<file path="src/rtl/split_round_mul_pkg.sv">
package split_round_mul_pkg;
  typedef struct packed {
    logic s1En;      // capture partial products
    logic s1Dual;    // stage-1 mode: packed lanes
    logic s1Signed;  // stage-1 operand reading
    logic s2En;      // capture final result
    logic s2Dual;    // stage-2 mode: packed lanes
    logic s2Round;   // stage-2 rounding
  } mulStrobe_t;
endpackage

</file>
<file path="src/rtl/split_round_mul_ctrl.sv">
module split_round_mul_ctrl
  import split_round_mul_pkg::*;
(
  input  logic       clk,
  input  logic       rstN,
  input  logic       inValid,
  input  logic       dualMode,
  input  logic       signedMode,
  input  logic       roundMode,
  output mulStrobe_t stb,
  output logic       outValid
);
  logic v1Q, dual1Q, round1Q, v2Q;

  always_ff @(posedge clk or negedge rstN) begin
    if (!rstN) begin
      v1Q     <= 1'b0;
      dual1Q  <= 1'b0;
      round1Q <= 1'b0;
      v2Q     <= 1'b0;
    end else begin
      v1Q <= inValid;
      v2Q <= v1Q;
      if (inValid) begin
        dual1Q  <= dualMode;
        round1Q <= roundMode;
      end
    end
  end

  always_comb begin
    stb.s1En     = inValid;
    stb.s1Dual   = dualMode;
    stb.s1Signed = signedMode;
    stb.s2En     = v1Q;
    stb.s2Dual   = dual1Q;
    stb.s2Round  = round1Q;
  end

  assign outValid = v2Q;
endmodule

</file>
<file path="src/rtl/split_round_mul_dp.sv">
module split_round_mul_dp
  import split_round_mul_pkg::*;
#(
  parameter int LANE_W = 8
) (
  input  logic                  clk,
  input  logic                  rstN,
  input  mulStrobe_t            stb,
  input  logic [4*LANE_W-1:0]   srcA,
  input  logic [4*LANE_W-1:0]   srcB,
  output logic [4*LANE_W-1:0]   product
);
  localparam int WORD_W = 4 * LANE_W;
  localparam int HALF_W = 2 * LANE_W;
  localparam int EXT_W  = LANE_W + 1;
  localparam int PP_W   = 2 * EXT_W;
  localparam int NUM_PP = 4;

  logic signed [PP_W-1:0] ppQ [NUM_PP];

  // Partial product k: A byte k[0], B byte k[1]
  for (genvar k = 0; k < NUM_PP; k++) begin : g_pp
    localparam int A_SEL = k % 2;
    localparam int B_SEL = k / 2;
    logic               aExtBit, bExtBit;
    logic signed [EXT_W-1:0] aOp, bOp;
    logic signed [PP_W-1:0]  ppD;

    // A high byte is a sign carrier whenever signed; a low byte only in packed mode
    always_comb begin
      aExtBit = stb.s1Signed & (A_SEL == 1 || stb.s1Dual) & srcA[A_SEL*LANE_W + LANE_W-1];
      bExtBit = stb.s1Signed & (B_SEL == 1 || stb.s1Dual) & srcB[B_SEL*LANE_W + LANE_W-1];
      aOp = {aExtBit, srcA[A_SEL*LANE_W +: LANE_W]};
      bOp = {bExtBit, srcB[B_SEL*LANE_W +: LANE_W]};
      ppD = aOp * bOp;
    end

    always_ff @(posedge clk or negedge rstN) begin
      if (!rstN)        ppQ[k] <= '0;
      else if (stb.s1En) ppQ[k] <= ppD;
    end
  end

  logic signed [PP_W:0]     midSum;
  logic signed [WORD_W-1:0] midExt, lowExt;
  logic [WORD_W-1:0]        wideFull, wideRnd;
  logic [HALF_W-1:0]        lane0Rnd, lane1Rnd;
  logic [WORD_W-1:0]        resultD;

  always_comb begin
    midSum   = (PP_W+1)'(ppQ[1]) + (PP_W+1)'(ppQ[2]);
    midExt   = WORD_W'(midSum);
    lowExt   = WORD_W'(ppQ[0]);
    wideFull = {ppQ[3][HALF_W-1:0], {HALF_W{1'b0}}}
             + (midExt << LANE_W) + lowExt;
    wideRnd  = wideFull + (WORD_W'(1) << (HALF_W-1));
    lane0Rnd = ppQ[0][HALF_W-1:0] + (HALF_W'(1) << (LANE_W-1));
    lane1Rnd = ppQ[3][HALF_W-1:0] + (HALF_W'(1) << (LANE_W-1));
    case ({stb.s2Dual, stb.s2Round})
      2'b10:   resultD = {ppQ[3][HALF_W-1:0], ppQ[0][HALF_W-1:0]};
      2'b11:   resultD = {{LANE_W{1'b0}}, lane1Rnd[HALF_W-1:LANE_W],
                          {LANE_W{1'b0}}, lane0Rnd[HALF_W-1:LANE_W]};
      2'b01:   resultD = {{HALF_W{1'b0}}, wideRnd[WORD_W-1:HALF_W]};
      default: resultD = wideFull;
    endcase
  end

  always_ff @(posedge clk or negedge rstN) begin
    if (!rstN)         product <= '0;
    else if (stb.s2En) product <= resultD;
  end
endmodule

</file>
<file path="src/rtl/split_round_mul.sv">
module split_round_mul
  import split_round_mul_pkg::*;
#(
  parameter int LANE_W = 8
) (
  input  logic                clk,
  input  logic                rstN,
  input  logic                inValid,
  input  logic [4*LANE_W-1:0] srcA,
  input  logic [4*LANE_W-1:0] srcB,
  input  logic                dualMode,
  input  logic                signedMode,
  input  logic                roundMode,
  output logic                outValid,
  output logic [4*LANE_W-1:0] product
);
  mulStrobe_t stb;

  split_round_mul_ctrl i_ctrl (
    .clk(clk), .rstN(rstN), .inValid(inValid), .dualMode(dualMode),
    .signedMode(signedMode), .roundMode(roundMode), .stb(stb), .outValid(outValid)
  );

  split_round_mul_dp #(.LANE_W(LANE_W)) i_dp (
    .clk(clk), .rstN(rstN), .stb(stb), .srcA(srcA), .srcB(srcB), .product(product)
  );
endmodule

</file>
<file path="config.mk">
export PLATFORM = sky130hd
export DESIGN_NAME = split_round_mul
export DESIGN_NICKNAME = d
export VERILOG_FILES = /design/src/rtl/split_round_mul_pkg.sv /design/src/rtl/split_round_mul_ctrl.sv /design/src/rtl/split_round_mul_dp.sv /design/src/rtl/split_round_mul.sv
export SDC_FILE = /design/constraint.sdc
export NUM_CORES = 1
export LEC_CHECK = 0
export BUFFER_PORTS_ARGS = -buffer_cell sky130_fd_sc_hd__buf_2
export CAP_MARGIN = 5
export CORE_MARGIN = 2
export CORE_UTILIZATION = 65
export CTS_CLUSTER_DIAMETER = 30
export CTS_CLUSTER_SIZE = 12
export DETAILED_ROUTE_END_ITERATION = 10
export PLACE_DENSITY = 0.93
export SLEW_MARGIN = 20
export SYNTH_ARGS = -nofsm -noshare
export SYNTH_HDL_FRONTEND = slang
export SYNTH_HIERARCHICAL = 1
export SYNTH_SLANG_ARGS = --single-unit
</file>
<file path="constraint.sdc">
create_clock -name clk -period 9.5 [get_ports clk]
set_input_delay 1.9 -clock clk [delete_from_list [all_inputs] [get_ports clk]]
set_output_delay 1.9 -clock clk [all_outputs]
set_load 0.1 [all_outputs]
</file>
After elaboration in Yosys (flattened, before gate mapping)

Cells that the tools add are included.

Output and inout port bits: 33
Logic and storage cells: 28
Register bits: 106
Bits of input ports: 70

$add $sub $neg: 6
Bitwise logic cells: 5
Equality and inequality tests: 3
Multiply operators: 4
Mux-type cells: 1

Operators by type and width:

| operator                                                              | number |
|---|---|
| 32-bit one-hot mux with 3 select lines                                | 1 |
| 32-bit adder                                                          | 2 |
| 9-bit by 9-bit multiplier with 18-bit output                          | 3 |
| 16-bit by 8-bit adder with 16-bit output, second input constant       | 2 |
| 32-bit by 16-bit adder with 32-bit output, second input constant      | 1 |
| 18-bit by 18-bit adder with 19-bit output                             | 1 |
| 9-bit by 9-bit multiplier with 16-bit output                          | 1 |
| 1-bit bitwise AND                                                     | 5 |
| 2-bit equality test, second input constant                            | 2 |
| 2-bit by 1-bit equality test with 1-bit output, second input constant | 1 |

Logic depth before layout (Yosys ltp)

Gate-level depths: netlist of run 1.

Depth after elaboration: 5
Mapped depth: 23
Depth with buffers taken out: 23

By module

The synthesis of run 1 kept the hierarchy.

Modules (own cells, without submodules):

| module               | area each (um^2) | times used | cells an instance |
|---|---|---|---|
| split_round_mul_dp   | 18833.1          | 1          | 2023 |
| split_round_mul_ctrl | 167.7            | 1          | 12 |

Least setup slack after synthesis of run 1

Ideal clock, no wire load.

Path kind: input -> register
From: in srcA[7]
To: reg i_dp/ppQ[35] in the netlist's numbering
Data arrival time: 7.199 ns
Slack: 2.166 ns
Required time: 9.365 ns
Setup time: 0.135 ns
Stages: 23
Cell sequence: clkbuf_1 -> and3_1 -> clkbuf_1 -> clkbuf_1 -> nand2_1 -> fa_1 -> inv_1 -> fa_1 -> inv_1 -> fa_1 -> inv_1 -> fa_1 -> fa_1 -> ha_1 -> a21oi_1 -> o21bai_1 -> a21oi_1 -> nor2b_1 -> o21a_1 -> o31a_1 -> o41ai_1 -> xnor2_1 -> a21oi_1

Longest elaborated chain between the ends: 2

RTL lines:

| item                                             | line                     | source |
|---|---|---|
| start, declared                                  | split_round_mul.sv:9     | `input logic [4*LANE_W-1:0] srcA,` |
| 1-bit bitwise AND                                | split_round_mul_dp.sv:31 | `aExtBit = stb.s1Signed & (A_SEL == 1 \|\| stb.s1Dual) & srcA[A_SEL*LANE_W + LANE_W-1];` |
| 9-bit by 9-bit multiplier with 18-bit output (*) | split_round_mul_dp.sv:35 | `ppD = aOp * bOp;` |
| end signal, assigned by index                    | split_round_mul_dp.sv:40 | `else if (stb.s1En) ppQ[k] <= ppD;` |
| end, declared                                    | split_round_mul_dp.sv:19 | `logic signed [PP_W-1:0] ppQ [NUM_PP];` |

Every way passes the cells marked *; elsewhere a longest branch is shown, timed or not.
A chain may end at the register's enable or synchronous reset.

Final worst setup path of run 1

From: in srcA[7]
To: reg i_dp.ppQ (netlist bit i_dp/lowExt[17])

The elaborated chain is that of the path after synthesis.

==> results.sh, run 1 <==
export IMPL_nets=2584
export IMPL_placedCellCount=2399
export IMPL_worst_pin_slew_ps=1130
export IMPL_cp_cell_sequence="buf_2 -> and3_1 -> nand2_1 -> fa_1 -> inv_1 -> fa_1 -> fa_1 -> fa_1 -> fa_1 -> ha_1 -> a21oi_1 -> o21bai_1 -> a21oi_1 -> nor2b_1 -> o21a_1 -> o31a_1 -> o41ai_1 -> xnor2_1 -> mux2i_1"
export IMPL_clkSlewWorstSetupHoldPaths_ps=80
export IMPL_ys_flop_type="dfrtp_1"
export IMPL_worstPathArrival_ps=8100
export IMPL_finalSetupViolCount=0
export IMPL_final_cell_mix="inv_1 (350), fa_1 (290), nand2_1 (206), ha_1 (198), and2_1 (112)"
export IMPL_first_pass_iters=7
export IMPL_fin_crit_sh=0.830
export IMPL_wl_um=47100
export IMPL_synthesis_area_um2=19000
export IMPL_synth_seq_cells=106
export IMPL_fmax_ghz=0.127
export IMPL_min_path_type="reg -> reg"
export IMPL_io_buffers=70
export IMPL_fin_tns_setup_ps=0
export IMPL_wl_per_cell_um=19.5
export IMPL_slew_limit_headroom=0.247
export IMPL_area_delta_synth_final_pct=4.15
export IMPL_hold_viol_final=0
export IMPL_drcViolationCount=0
export IMPL_crit_buf_inv=2
export IMPL_grt_pass1_wl_um=78200
export IMPL_initial_core_util=0.660
export IMPL_max_stage_delay_ps=650
export IMPL_ys_types=79
export IMPL_die_area_um2=30600
export IMPL_die_h_um=175
export IMPL_fp_row_count=62
export IMPL_path_max_fanout=19
export IMPL_holdWs_ps=479
export IMPL_cp_end_kind="flop"
export IMPL_layout_drive_gt1_share=0.0852
export IMPL_critical_path_top_delay_family="adder cells"
export IMPL_holdBufCountCts=0
export IMPL_cts_tree="yes"
export IMPL_vias_per_cell=6.09
export IMPL_reg2reg_slack_ps=3380
export IMPL_synth_edff_count=0
export IMPL_vias=14703
export IMPL_gp_congestion=0.905
export IMPL_first_global_vias=15982
export IMPL_grt_antenna_before_repair=2
export IMPL_outcome="complete, no violations"
export IMPL_yosysWarnings=6
export IMPL_drv_slew=0
export IMPL_finalWorstPathRequiredPeriod_ps=7890
export IMPL_core_area_um2=28800
export IMPL_grtUsageTotal=0.322
export IMPL_cts_buffer_depth=2
export IMPL_cts_setup_buffers=0
export IMPL_critPathSlowestCell="and3_1"
export IMPL_clock_sinks=106
export IMPL_synthCells=2035
export IMPL_critPathLaunchType="primary input"
export IMPL_cp_common_cell="fa_1"
export IMPL_path_class="in -> reg"
export IMPL_cts_resized=0
export IMPL_drtIter0Drc=1135
export IMPL_syn_mean_instance_area_um2=9.34
export IMPL_cts_made_buffers=9
export IMPL_grt_max_degree=96
export IMPL_layout_commonest_cell="inv_1"
export IMPL_root_buffer="clkbuf_16"
export IMPL_async_flop_share=1.00
export IMPL_timing_max_cap_violations=0
export IMPL_fin_skew_ps=11.1
export IMPL_drtAntennaViolNets=0
export IMPL_yosysSeqAreaShare=0.140
export IMPL_instances_no_fill=2416
export IMPL_rsz0062_at_grt="false"
export IMPL_h_tree_depth=3
export IMPL_required_ps=9710
export IMPL_clk_latency_ps=370
export IMPL_pin_count=103
export IMPL_syn_nets=2593
export IMPL_overflow=0
export IMPL_fp_dieW_um=175
export IMPL_dpl_hpwl_um=35900
worst paths after layout:
kind	from	to	cells after the start
hold / removal	i_dp/product[19]	i_dp/product[19]	1
setup / recovery	srcA[7]	i_dp/lowExt[17]	19
setup reg to reg	i_dp/ppQ[19]	i_dp/product[14]	22
hold reg to reg	i_dp/product[19]	i_dp/product[19]	1
max in group asynchronous	rstN	i_dp/ppQ[3]	2
min in group asynchronous	rstN	i_dp/product[6]	1
Yosys cell counts, types with 3 or more instances:
cell	number	area (um^2)
o211ai_1	4	30.0
o221ai_1	10	87.6
xnor2_1	109	955
buf_4	8	60.1
dfrtp_1	106	2650
nor2b_1	11	68.8
a21oi_1	71	355
mux2i_1	22	220
o21bai_1	17	128
o21a_1	27	203
xor2_1	25	219
a211oi_1	6	45.0
nor3_1	16	80.1
nor2_1	78	293
fa_1	290	5810
o41ai_1	5	43.8
and2_1	112	701
nand2b_1	42	263
and3_1	14	87.6
a21o_1	18	135
o31a_1	6	52.6
nand3_1	26	130
nand4_1	4	25.0
a31oi_1	3	18.8
or3_1	4	25.0
o21ai_1	3	15.0
inv_1	350	1310
a21oi_2	3	26.3
clkbuf_1	84	315
o21ai_0	43	215
mux2_2	50	563
nand2_1	206	773
ha_1	198	2480
o22ai_1	8	50.1
state kept, by name (all words and copies together) (netlist names):
register,flops
i_ctrl/dual1Q,1
i_dp/product,32
i_dp/ppQ,52
i_dp/lowExt,18
i_ctrl/outValid,1
i_ctrl/round1Q,1
i_ctrl/v1Q,1
routing by layer:
metal,part of all wire,track usage,vias to the layer above
met5,0.00028,0,-
met4,0.049,0.164,2
met3,0.090,0.0607,196
met2,0.49,0.548,827
met1,0.37,0.393,7268
li1,-,-,6410
layout make-up:
cell class	count	area [um^2]
diodes	1	2.50
fillers	1993	8990
clock buffers	9	225
repair buffers	75	393
inverters	350	1310
clock inverters	7	80.1
multi-input cells	1484	14600
well taps	384	480
flip-flops and latches	106	2650
kinds of logic (layout without fill, tap and decap cells):
family,Yosys count,count (layout),synth area share
AND/OR/NAND/NOR,536,536,0.140
XOR/XNOR,136,136,0.0635
adder cells (fa/ha/maj),488,488,0.436
multiplexers,72,72,0.0412
buffers and inverters,445,441,0.0899
other,0,1,0
flip-flops,106,106,0.140
AO/OA/AOI/OAI,252,252,0.0896
worst register-to-register path, cell delays in order, from the launching register on:
cell      delay (ps)
dfrtp_1          430
ha_1             320
a21o_1           190
a21oi_1          210
nor2b_1          100
o311ai_2         330
a21oi_1          150
a41o_1           300
or4_1            460
a31o_1           250
a21oi_2          140
xor2_1           320
fa_1             480
inv_1             70
ha_1             270
o21a_1           140
o21a_1           190
o221a_1          280
a21oi_1          380
nand3_2          180
nor4_1           370
xor2_1           350
o21ai_1          100
per-stage QoR:
step / utilization / worst slack (ps) / instance area, um^2
6_report: 0.688 / 1610 / 19800
4_1_cts: 0.688 / 1740 / 19800
5_1_grt: 0.688 / 1370 / 19800
3_5_place_dp: 0.677 / 1360 / 19500
3_3_place_gp: 0.677 / 1660 / 19500
2_1_floorplan: - / 2170 / 19000
Power of run 1 is not shown: default switching activity piles up to over one toggle a cycle in this logic, so the estimate is an artifact.
==> inputs of run 2 (changes only) <==
--- a/config.mk
+++ b/config.mk
@@ -5,14 +5,15 @@
 export SDC_FILE = /design/constraint.sdc
 export NUM_CORES = 1
 export LEC_CHECK = 0
+export ABC_AREA = 1
 export BUFFER_PORTS_ARGS = -buffer_cell sky130_fd_sc_hd__buf_2
 export CAP_MARGIN = 5
 export CORE_MARGIN = 2
-export CORE_UTILIZATION = 65
+export CORE_UTILIZATION = 58
 export CTS_CLUSTER_DIAMETER = 30
 export CTS_CLUSTER_SIZE = 12
 export DETAILED_ROUTE_END_ITERATION = 10
-export PLACE_DENSITY = 0.93
+export PLACE_DENSITY = 0.88
 export SLEW_MARGIN = 20
 export SYNTH_ARGS = -nofsm -noshare
 export SYNTH_HDL_FRONTEND = slang
==> constraint.sdc (replaced) <==
create_clock -name clk -period 7.2 [get_ports clk]
set_input_delay 1.44 -clock clk [delete_from_list [all_inputs] [get_ports clk]]
set_output_delay 1.44 -clock clk [all_outputs]
set_load 0.1 [all_outputs]
==> results.sh, run 2 <==
export IMPL_io_buffers=70
export IMPL_vias=16979
export IMPL_hp_start="i_dp/product[4]"
export IMPL_antenna_cells=0
export IMPL_first_global_vias=17445
export IMPL_initial_core_util=0.590
export IMPL_hold_path_endpoint="i_dp/product[4]"
export IMPL_die_h_um=189
export IMPL_outcome="complete, no violations"
export IMPL_dpl_hpwl_um=41400
export IMPL_overflow=0
export IMPL_clk_latency_ps=360
export IMPL_grt_max_degree=72
export IMPL_synth_adder_area_share=0.419
export IMPL_worstHoldPathCells=2
export IMPL_top_register="i_dp/ppQ"
export IMPL_finalSetupViolCount=0
export IMPL_syn_nets=3177
export IMPL_worstPathArrival_ps=6750
export IMPL_grtUsageTotal=0.297
export IMPL_rsz0062_at_grt="false"
export IMPL_layout_commonest_cell="nand2_1"
export IMPL_cp_end_kind="flop"
export IMPL_cts_tree="yes"
export IMPL_drv_slew=0
export IMPL_fp_row_count=67
export IMPL_fin_crit_sh=0.906
export IMPL_fin_tns_setup_ps=0
export IMPL_gp_congestion=0.958
export IMPL_drtIter0Drc=1597
export IMPL_required_ps=7430
export IMPL_regToRegStartpoint="i_dp/ppQ[20]"
export IMPL_synthesis_area_um2=19800
export IMPL_nets=3178
export IMPL_cts_setup_buffers=0
export IMPL_drcViolationCount=0
export IMPL_synth_top_family_by_area="adder cells"
export IMPL_yosysMostFrequentCell="nand2_1"
export IMPL_synthXorXnorAreaFrac=0.0337
export IMPL_synth_edff_count=0
export IMPL_die_area_um2=35600
export IMPL_finalWorstPathRequiredPeriod_ps=6530
export IMPL_slew_limit_headroom=0.433
export IMPL_cts_resized=0
export IMPL_largest_reg_flops=52
export IMPL_r2r_cells=28
export IMPL_pin_count=103
export IMPL_yosysSeqAreaShare=0.134
export IMPL_layout_drive_gt1_share=0.0644
export IMPL_vias_per_cell=5.53
export IMPL_h_tree_depth=3
export IMPL_wl_per_cell_um=16.4
export IMPL_synthTopCellsByCount="nand2_1 (718), inv_1 (583), fa_1 (290), ha_1 (198), nor2_1 (121)"
export IMPL_synth_compound_area_share=0.0733
export IMPL_grt_pass1_wl_um=85000
export IMPL_ys_flop_type="dfrtp_1"
export IMPL_fin_skew_ps=8.22
export IMPL_clock_sinks=106
export IMPL_synth_seq_cells=106
export IMPL_yosys_area_share_simple=0.206
export IMPL_synth_top_area_cell="fa_1"
export IMPL_ys_types=50
export IMPL_min_path_type="reg -> reg"
export IMPL_clkSlewWorstSetupHoldPaths_ps=70
export IMPL_drtAntennaViolNets=0
export IMPL_wl_um=50300
export IMPL_fp_dieW_um=189
export IMPL_fmax_ghz=0.153
export IMPL_final_cell_mix="nand2_1 (718), inv_1 (582), fa_1 (290), ha_1 (198), nor2_1 (121)"
export IMPL_core_area_um2=33500
export IMPL_syn_mean_instance_area_um2=7.55
export IMPL_path_class="in -> reg"
export IMPL_timing_max_cap_violations=0
export IMPL_first_pass_iters=8
export IMPL_area_delta_synth_final_pct=4.75
export IMPL_reg2reg_slack_ps=2300
export IMPL_yosysWarnings=6
export IMPL_cts_buffer_depth=2
export IMPL_root_buffer="clkbuf_16"
export IMPL_path_max_fanout=15
export IMPL_holdBufCountCts=0
export IMPL_fill_cells=2840
export IMPL_cts_made_buffers=9
export IMPL_synthMuxAreaShare=0
export IMPL_critPathLaunchType="primary input"
export IMPL_async_flop_share=1.00
export IMPL_worst_pin_slew_ps=848
export IMPL_grt_antenna_before_repair=0
export IMPL_hold_viol_final=0
export IMPL_synthCells=2619
export IMPL_r2r_end="i_dp/product[8]"
export IMPL_synth_top_area_frac=0.294
export IMPL_yosys_top_cells_area="fa_1 (29%), nand2_1 (14%), dfrtp_1 (13%)"
[run 2: cell count changes after synthesis, sizes merged, moves of 42 or more]
cell    previous run  this run
nand3             27        81
o21ai             47        93
nand2b            42         0
nand2            206       737
xnor2            111        40
and2             113         1
nor2              79       139
inv              350       598
mux2              50         0
[run 2: worst max path at each step]
stage               startpoint            to  slack [ps]
floorplan             srcB[15]  i_dp/ppQ[15]         680
global placement       srcB[8]  i_dp/ppQ[15]         510
detailed placement     srcB[8]  i_dp/ppQ[15]         430
CTS                    srcB[8]  i_dp/ppQ[15]         770
global route           srcB[8]  i_dp/ppQ[15]         490
finish                 srcB[8]  i_dp/ppQ[15]         670
[run 2: layout make-up]
cell class / count / area, um^2 / share of cell area
tap: 448 / 561 / 0.0271
inverter: 600 / 2250 / 0.109
multi-input combinational: 1814 / 14500 / 0.699
timing repair buffer: 89 / 495 / 0.0239
clock buffer: 12 / 256 / 0.0124
clock inverter: 3 / 23.8 / 0.00115
sequential: 106 / 2650 / 0.128
[run 2: worst max-delay path, cell delays in order]
cell and delay [ps]:
buf_2 360, inv_1 230, nor2_1 320, inv_1 110
fa_1 540, inv_1 50, fa_1 520, inv_1 50
fa_1 470, inv_1 50, fa_1 550, fa_1 440
ha_1 370, a21oi_1 140, nand2_1 80, nand2_1 80
nand2_1 60, a21oi_1 190, o21ai_0 150, nand2_1 90
nand2_1 50, a21oi_1 140, xnor2_1 150, o21ai_0 100
[run 2: stage by stage]
stage	worst slack (ps)	instance area (um^2)	util	hold WS, ps	std cells
after floorplan	678	19800	-	355	2619
after global placement	514	20400	0.610	452	3057
after detailed placement	430	20400	0.610	462	3057
after CTS	775	20700	0.618	477	3072
after global routing	486	20700	0.618	493	3072
final	674	20700	0.618	477	3072
[run 2: logic make-up after synthesis]
logic type	count (synthesis)
buffers and inverters	699
flip-flops	106
adder cells (fa/ha/maj)	488
XOR/XNOR	76
AO/OA/AOI/OAI	256
AND/OR/NAND/NOR	994
[run 2: per-layer routing]
| metal | up-vias | track usage | wire length, um |
|---|---|---|---|
| li1 | 7883 | - | - |
| met1 | 8187 | 0.395 | 20900 |
| met2 | 752 | 0.492 | 23400 |
| met3 | 157 | 0.0307 | 3520 |
| met4 | 0 | 0.134 | 2480 |
| met5 | - | 0 | 0 |
Power of run 2 is left out for the same reason.
==> inputs of run 3 (changes only) <==
--- a/config.mk
+++ b/config.mk
@@ -9,11 +9,11 @@
 export BUFFER_PORTS_ARGS = -buffer_cell sky130_fd_sc_hd__buf_2
 export CAP_MARGIN = 5
 export CORE_MARGIN = 2
-export CORE_UTILIZATION = 58
+export CORE_UTILIZATION = 30
 export CTS_CLUSTER_DIAMETER = 30
 export CTS_CLUSTER_SIZE = 12
 export DETAILED_ROUTE_END_ITERATION = 10
-export PLACE_DENSITY = 0.88
+export PLACE_DENSITY = 0.55
 export SLEW_MARGIN = 20
 export SYNTH_ARGS = -nofsm -noshare
 export SYNTH_HDL_FRONTEND = slang
==> results.sh, run 3 (synthesis gave the netlist of run 2 again) <==
export IMPL_die_h_um=261
export IMPL_grt_pass1_wl_um=87100
export IMPL_first_pass_iters=5
export IMPL_fp_dieW_um=261
export IMPL_h_tree_depth=3
export IMPL_vias_per_cell=4.55
export IMPL_first_global_vias=16302
export IMPL_largest_reg_flops=52
export IMPL_clkSlewWorstSetupHoldPaths_ps=70
export IMPL_wl_per_cell_um=15.0
export IMPL_drv_slew=0
export IMPL_vias=15912
export IMPL_fp_row_count=94
export IMPL_fmax_ghz=0.160
export IMPL_min_path_type="reg -> reg"
export IMPL_cts_buffer_depth=2
export IMPL_slew_limit_headroom=0.370
export IMPL_core_area_um2=65500
export IMPL_worstPathArrival_ps=6480
export IMPL_fin_crit_sh=0.870
export IMPL_initial_core_util=0.302
export IMPL_required_ps=7420
export IMPL_finalSetupViolCount=0
export IMPL_holdBufCountCts=0
export IMPL_cts_made_buffers=9
export IMPL_nets=3188
export IMPL_hold_viol_final=0
export IMPL_multi_input_area_um2=14500
export IMPL_antenna_cells=0
export IMPL_layout_commonest_cell="nand2_1"
export IMPL_drcViolationCount=0
export IMPL_cts_setup_buffers=0
export IMPL_clock_sinks=106
export IMPL_io_buffers=70
export IMPL_fill_cells=7120
export IMPL_grt_antenna_before_repair=0
export IMPL_gp_congestion=0.873
export IMPL_area_delta_synth_final_pct=7.73
export IMPL_path_class="in -> reg"
export IMPL_rsz0062_at_grt="false"
export IMPL_grtUsageTotal=0.162
export IMPL_critPathLaunchType="primary input"
export IMPL_cts_tree="yes"
export IMPL_dpl_hpwl_um=44100
export IMPL_register_area_um2=2650
export IMPL_wl_um=52500
export IMPL_cp_end_kind="flop"
export IMPL_die_area_um2=68000
export IMPL_finalWorstPathRequiredPeriod_ps=6260
export IMPL_outcome="complete, no violations"
export IMPL_drtIter0Drc=913
export IMPL_root_buffer="clkbuf_16"
export IMPL_fin_tns_setup_ps=0
export IMPL_timing_max_cap_violations=0
export IMPL_grt_max_degree=84
export IMPL_path_max_fanout=10
export IMPL_drtAntennaViolNets=0
export IMPL_top_register="i_dp/ppQ"
export IMPL_final_cell_mix="nand2_1 (718), inv_1 (582), fa_1 (290), ha_1 (198), nor2_1 (121)"
export IMPL_layout_drive_gt1_share=0.0687
export IMPL_clk_latency_ps=370
export IMPL_overflow=0
export IMPL_cts_resized=0
export IMPL_pin_count=103
export IMPL_worst_pin_slew_ps=941
export IMPL_fin_skew_ps=7.28
## run 3: changes by cell type in the layout (fill, tap and decap cells not counted), sizes merged
cell	before	now
clkinv	2	4
clkbuf	12	10
clkinvlp	2	4
buf	89	99
inv	599	598
## run 3: per-layer routing
metal	global-route usage	routed length (um)	up-vias	share of wire
met1	0.223	25200	7681	0.48
met2	0.276	24700	274	0.47
met4	0.0373	1100	0	0.021
met5	0	0	-	0
met3	0.0119	1490	47	0.028
li1	-	-	7910	-
## run 3: final timing paths
| check | startpoint | endpoint | slack [ps] | cells past startpoint |
|---|---|---|---|---|
| max in group asynchronous | rstN | i_dp/ppQ[27] | 4880 | 2 |
| min in group asynchronous | rstN | i_dp/product[30] | 1110 | 1 |
| setup / recovery | srcB[8] | i_dp/ppQ[15] | 940 | 24 |
| hold reg to reg | i_dp/product[20] | i_dp/product[20] | 480 | 2 |
| setup reg to reg | i_dp/ppQ[20] | i_dp/product[13] | 2330 | 29 |
| hold / removal | i_dp/product[20] | i_dp/product[20] | 480 | 2 |
## run 3: critical path: stages
cell	delay (ps)
buf_2	310
inv_1	110
nor2_1	250
inv_1	100
fa_1	530
inv_1	50
fa_1	520
inv_1	50
fa_1	470
inv_1	50
fa_1	560
fa_1	430
ha_1	360
a21oi_1	140
nand2_1	80
nand2_1	90
nand2_1	60
a21oi_1	210
o21ai_0	160
nand2_1	80
nand2_1	50
a21oi_1	150
xnor2_1	130
o21ai_0	80
## run 3: per-stage QoR
| stage | cells | hold WS (ps) | util | setup WS (ps) | area [um^2] |
|---|---|---|---|---|---|
| after floorplan | 2619 | 355 | - | 678 | 19800 |
| after global placement | 3483 | 460 | 0.321 | 545 | 21000 |
| after detailed placement | 3483 | 464 | 0.321 | 532 | 21000 |
| after CTS | 3499 | 481 | 0.325 | 924 | 21300 |
| after global routing | 3499 | 504 | 0.325 | 613 | 21300 |
| final | 3499 | 481 | 0.325 | 936 | 21300 |
## run 3: final cells by class
type / count / area share
multi-input combinational: 1814 / 0.679
sequential: 106 / 0.125
inverter: 600 / 0.106
tap: 864 / 0.0507
timing repair buffer: 99 / 0.0268
clock buffer: 10 / 0.0107
clock inverter: 6 / 0.00206
Power of run 3 is left out for the same reason.
